<file path="config.mk">
export PLATFORM = sky130hd
export DESIGN_NAME = lcd_scan_ctrl
export DESIGN_NICKNAME = d
export VERILOG_FILES = /design/src/rtl/lcd_scan_ctrl.sv
export SDC_FILE = /design/constraint.sdc
export NUM_CORES = 1
export LEC_CHECK = 0
export ABC_AREA = 1
export BUFFER_PORTS_ARGS = -buffer_cell sky130_fd_sc_hd__buf_2
export CAP_MARGIN = 25
export CORE_MARGIN = 2
export CORE_UTILIZATION = 60
export CTS_CLUSTER_SIZE = 24
export DETAILED_ROUTE_END_ITERATION = 8
export GPL_ROUTABILITY_DRIVEN = 0
export HOLD_SLACK_MARGIN = 0.12
export PLACE_DENSITY_LB_ADDON = 0.08
export SLEW_MARGIN = 15
export SYNTH_ARGS = -nofsm -noshare
export SYNTH_HDL_FRONTEND = slang
export SYNTH_SLANG_ARGS = --single-unit
export TNS_END_PERCENT = 5
</file>
<file path="constraint.sdc">
create_clock -name clk -period 5.9 [get_ports clk]
set_input_delay 0.885 -clock clk [delete_from_list [all_inputs] [get_ports clk]]
set_output_delay 0.885 -clock clk [all_outputs]
set_load 0.01 [all_outputs]
</file>
<file path="src/rtl/lcd_scan_ctrl.sv">
module lcd_scan_ctrl #(
  parameter int AW = 13,
  parameter int DW = 8
) (
  input  logic          clk,
  input  logic          rst_n,
  input  logic          restart,
  input  logic          disp_en,
  input  logic [7:0]    x_size,
  input  logic [7:0]    y_size,
  input  logic [7:0]    x_scroll,
  input  logic [7:0]    y_scroll,
  input  logic          cpu_steal,
  output logic [AW-1:0] vram_addr,
  input  logic [DW-1:0] vram_rdata,
  output logic [3:0]    lcd_data,
  output logic          lcd_pclk,
  output logic          lcd_line_latch,
  output logic          lcd_frame_latch,
  output logic          lcd_polarity
);
  localparam logic [AW-1:0] WRAP_AT = AW'(13'h1FE0);
  localparam logic [AW-1:0] STEP_N  = AW'(8'h30);
  localparam logic [AW-1:0] STEP_W  = AW'(8'h60);

  logic [2:0]    ph;
  logic [5:0]    slot;
  logic [7:0]    ln;
  logic          pol, pre;
  logic [AW-1:0] base, addr_q, nxt;
  logic [DW-1:0] fb, old_q;
  logic [3:0]    dq, grp;

  function automatic logic [AW-1:0] wrap(input logic [AW-1:0] v);
    return (v == WRAP_AT) ? '0 : v;
  endfunction

  wire [5:0]    nsl      = x_size[7:2];
  wire          is_latch = slot >= nsl;
  wire          last_ln  = ln >= (y_size - 8'd1);
  wire [AW-1:0] stride   = (x_size > 8'hC3) ? STEP_W : STEP_N;
  wire [AW-1:0] fstart   = wrap(AW'({y_scroll, 5'b0}) + AW'({y_scroll, 4'b0}));
  wire [AW-1:0] nbase    = last_ln ? fstart : wrap(base + stride);
  wire [AW-1:0] xo       = AW'(x_scroll[7:2]);
  wire [DW-1:0] rd       = cpu_steal ? fb : vram_rdata;
  wire [15:0]   pair     = {rd, old_q} >> {x_scroll[1:0], 1'b0};

  always_comb begin
    for (int n = 0; n < 4; n++) grp[n] = pair[2*n + (pol ? 1 : 0)];
  end

  always_comb begin
    if (!is_latch) begin
      if (({1'b0, slot} + 7'd1) < {1'b0, nsl}) nxt = base + xo + AW'(slot) + AW'(2);
      else                                     nxt = nbase + xo;
    end else begin
      nxt = nbase + xo + AW'(1);
    end
  end

  always_ff @(posedge clk) begin
    if (!rst_n || restart) begin
      ph     <= '0;
      slot   <= '1;
      ln     <= '1;
      pre    <= 1'b1;
      base   <= '0;
      addr_q <= fstart + xo;
      fb     <= '0;
      old_q  <= '0;
      dq     <= '0;
      if (!rst_n) pol <= 1'b1;
    end else begin
      fb <= rd;
      if (ph == 3'd5) begin
        ph     <= '0;
        old_q  <= rd;
        addr_q <= nxt;
        if (!is_latch) begin
          dq   <= disp_en ? grp : 4'd0;
          slot <= slot + 6'd1;
        end else begin
          slot <= '0;
          pre  <= 1'b0;
          base <= nbase;
          ln   <= last_ln ? 8'd0 : ln + 8'd1;
          if (last_ln) pol <= ~pol;
        end
      end else begin
        ph <= ph + 3'd1;
      end
    end
  end

  assign vram_addr       = addr_q;
  assign lcd_data        = dq;
  assign lcd_pclk        = (ph == 3'd2) && !pre && (slot != 6'd0) && (slot <= nsl);
  assign lcd_line_latch  = (ph == 3'd3) && !pre && is_latch;
  assign lcd_frame_latch = (ln == 8'd0);
  assign lcd_polarity    = pol;

  AST_STROBE_EXCL: assert property (@(posedge clk) disable iff (!rst_n)
    !(lcd_pclk && lcd_line_latch));
  AST_LATCH_SINGLE: assert property (@(posedge clk) disable iff (!rst_n)
    lcd_line_latch |=> !lcd_line_latch);
  AST_POL_AT_FIELD: assert property (@(posedge clk) disable iff (!rst_n)
    !$stable(lcd_polarity) |-> (lcd_frame_latch && ph == 3'd0));
  AST_DARK_DATA: assert property (@(posedge clk) disable iff (!rst_n || restart)
    (ph == 3'd5 && !is_latch && !disp_en) |=> (lcd_data == 4'd0));
  AST_ADDR_HELD: assert property (@(posedge clk) disable iff (!rst_n)
    (ph != 3'd0) |-> $stable(vram_addr));
  AST_PCLK_PHASE: assert property (@(posedge clk) disable iff (!rst_n || restart)
    lcd_pclk |=> (ph == 3'd3));
endmodule

</file>
==> flow_summary.toml <==
[synth]
syn_area_per_cell_um2 = 6.92
yosys.area.top_type_share = 0.171
ys_ff_latch = 65
yosysSeqAreaShare = 0.242
mappedNetlistArea_mm2 = 0.00595
synth_nets = 972
synth-edff-count = 14
synth-main-ff-cell = "dfxtp_1"
synth.area.top_cells = "dfxtp_1 (17%), ha_1 (12%), nand2_1 (11%)"
synth-async-reset-ratio = 0
synthDistinctLibCells = 51
synth.largest_area_cell = "dfxtp_1"
ys_warn_count = 0
syn_inst = 860

[clock_network]
cts_tree = "built"
clk_latency_ns = 0.37
clk_pin_slew_ns = 0.08
postCtsSetupBuffers = 0
cts_root_buf = "clkbuf_8"
cts_buffer_depth = 2
cts_buffers = 9
cts_hold_buf = 0
cts_sinks = 65
post_cts_resized = 0
cts_max_level = 3

[sta]
slew_headroom = 0.428
tns_ns = 0
period_share = 0.849
period_needed_ns = 5.01
rsz0062_at_grt = "false"
clock-skew-final_ns = 0.0130
tightest_slew_ns = 0.856
drv_slew = 0
finalHoldViolCount = 0
setup_viol_count_final = 0
fmax_ghz = 0.200

[critical_path]
r2r-end = "vram_addr[12]$_DFFE_PP_"
cp_max_fo = 4
r2r_start = "ln[5]$_SDFFE_PN1P_"
startpoint_type = "input port"
ff2ff_path_depth = 24
slowest_delay_ns = 0.55
crit_start = "y_size[2]"
endpoint_kind = "flip-flop"
cp.required_ns = 6.03
regToRegSetupSlack_ns = 1.93
crit_end = "vram_addr[12]$_DFFE_PP_"
path_class = "in -> reg"
cp.arrival_ns = 5.14
crit_path_top_delay_cell = "fa_1"

[detailed_routing]
via_count = 5789
wirelength_mm = 14.4
drtIter0Drc = 230
via_per_inst = 5.48
firstDrtPassIters = 5
post_drt_wl_per_cell_um = 13.6
route.detailed.drc = 0
ant_nets = 0

[run_status]
status = "finished, final reports clean"

[global_routing]
grt_overflow_total = 0
track_usage = 0.275
antenna_found_initial = 0
grt_pass1_vias = 5577
grt_max_degree = 43
grt_first_pass_wirelength_mm = 24.6

[worst_hold_path]
min_path_type = "reg -> reg"

[placed_design]
io_buffers = 63
dp_hpwl_mm = 11.1

[final_layout]
fillCellCount = 870
syn_to_final_growth_pct = 10.8
layout-drive-gt1-share = 0.137
fin_nets = 1031
diodes = 0

[pwr]
power_mw = 1.25
p_leak_nw = 3.27
ir_drop_mv = 0.137
power_density_mw_per_mm2 = 189

[die]
core-area_mm2 = 0.00968
pin_count = 66
rows = 36
die_x_um = 104
dieHeight_um = 104
start_util = 0.615
dieArea_mm2 = 0.0107

[flow_run]
drv_cap = 0
==> flip-flops by register name, indices dropped and copies added, names as in the netlist <==
register      cells
ln                8
base             13
fb                8
slot              6
old_q             8
lcd_data          4
lcd_polarity      1
ph                3
pre               1
vram_addr        13
==> metal layers <==
metal / part of all wire / up-vias / GRT usage
li1: - / 2963 / -
met1: 0.45 / 2640 / 0.344
met2: 0.47 / 152 / 0.473
met3: 0.049 / 34 / 0.0472
met4: 0.029 / 0 / 0.107
met5: 0 / - / 0
==> worst min-delay path by stage <==
stage | endpoint | start | cells past startpoint | slack (ns)
after floorplan | old_q[0]$_SDFFE_PN0P_ | old_q[0]$_SDFFE_PN0P_ | 2 | 0.42
after global placement | old_q[0]$_SDFFE_PN0P_ | old_q[0]$_SDFFE_PN0P_ | 2 | 0.44
after detailed placement | old_q[0]$_SDFFE_PN0P_ | old_q[0]$_SDFFE_PN0P_ | 2 | 0.44
after CTS | old_q[0]$_SDFFE_PN0P_ | old_q[0]$_SDFFE_PN0P_ | 2 | 0.45
after global routing | old_q[0]$_SDFFE_PN0P_ | old_q[0]$_SDFFE_PN0P_ | 2 | 0.48
final | old_q[0]$_SDFFE_PN0P_ | old_q[0]$_SDFFE_PN0P_ | 2 | 0.46
==> stage by stage <==
stage	instances	utilization	worst slack, ns	cell area (um2)	hold WS [ns]
finish	1057	0.682	0.891	6600	0.458
global route	1057	0.682	0.429	6600	0.476
CTS	1057	0.682	0.934	6600	0.455
detailed placement	1041	0.659	0.574	6390	0.444
global placement	1041	0.659	0.624	6390	0.439
floorplan	860	-	0.729	5950	0.425
==> layout make-up <==
cell class | instances | area [um2] | area share
Tap cell | 133 | 166 | 0.0252
Sequential cell | 65 | 1440 | 0.218
Clock inverter | 6 | 65.1 | 0.00986
Timing Repair Buffer | 67 | 345 | 0.0523
Clock buffer | 10 | 149 | 0.0226
Inverter | 138 | 518 | 0.0785
Multi-Input combinational cell | 638 | 3920 | 0.593
==> synth_stat cells (3+ instances only) <==
| master | n |
|---|---|
| a211oi_1 | 4 |
| a21oi_1 | 78 |
| a22oi_1 | 3 |
| a31oi_1 | 8 |
| clkbuf_1 | 15 |
| clkinv_1 | 3 |
| dfxtp_1 | 51 |
| edfxtp_1 | 14 |
| fa_1 | 9 |
| ha_1 | 58 |
| inv_1 | 131 |
| inv_2 | 4 |
| nand2_1 | 171 |
| nand2_2 | 11 |
| nand3_1 | 58 |
| nand3_2 | 6 |
| nand3_4 | 3 |
| nand3b_1 | 3 |
| nand4_1 | 10 |
| nor2_1 | 69 |
| nor2_2 | 8 |
| nor3_1 | 6 |
| o211ai_1 | 9 |
| o21ai_0 | 55 |
| o21ai_1 | 3 |
| o21bai_1 | 5 |
| xnor2_1 | 11 |
| xor2_1 | 23 |
==> cell usage in the layout (no fill, tap or decap), types with 23 or more instances in the layout <==
cell type	count
nand3_1	58
xor2_1	23
nor2_1	69
nand2_1	171
dfxtp_1	51
inv_1	131
ha_1	58
o21ai_0	55
a21oi_1	78
buf_2	63
==> worst max-delay path, delay by kind of cell <==
family / cells / cell delay [ns]
buf+inv: 3 / 0.25
xor+xnor: 1 / 0.09
simple gates: 22 / 2.68
fa+ha+maj: 4 / 1.22
==> cells by family (layout without fill, tap and decap cells) <==
logic type                 after synthesis  in the layout  synth area share
AOI/OAI and AO/OA                      179            179             0.170
xor gates and xnor gates                35             35            0.0546
adders and majority gates               67             67             0.152
buffers and inverters                  157            221             0.100
DFF                                     65             65             0.242
and+or+nand+nor                        357            357             0.281
==> report_power, final <==
part | internal [mW] | switching, mW | total (mW)
Clock | 0.221 | 0.195 | 0.416
Combinational | 0.124 | 0.226 | 0.350
Sequential | 0.475 | 0.00493 | 0.480
No activity file was read; power rests on OpenSTA's default activity.
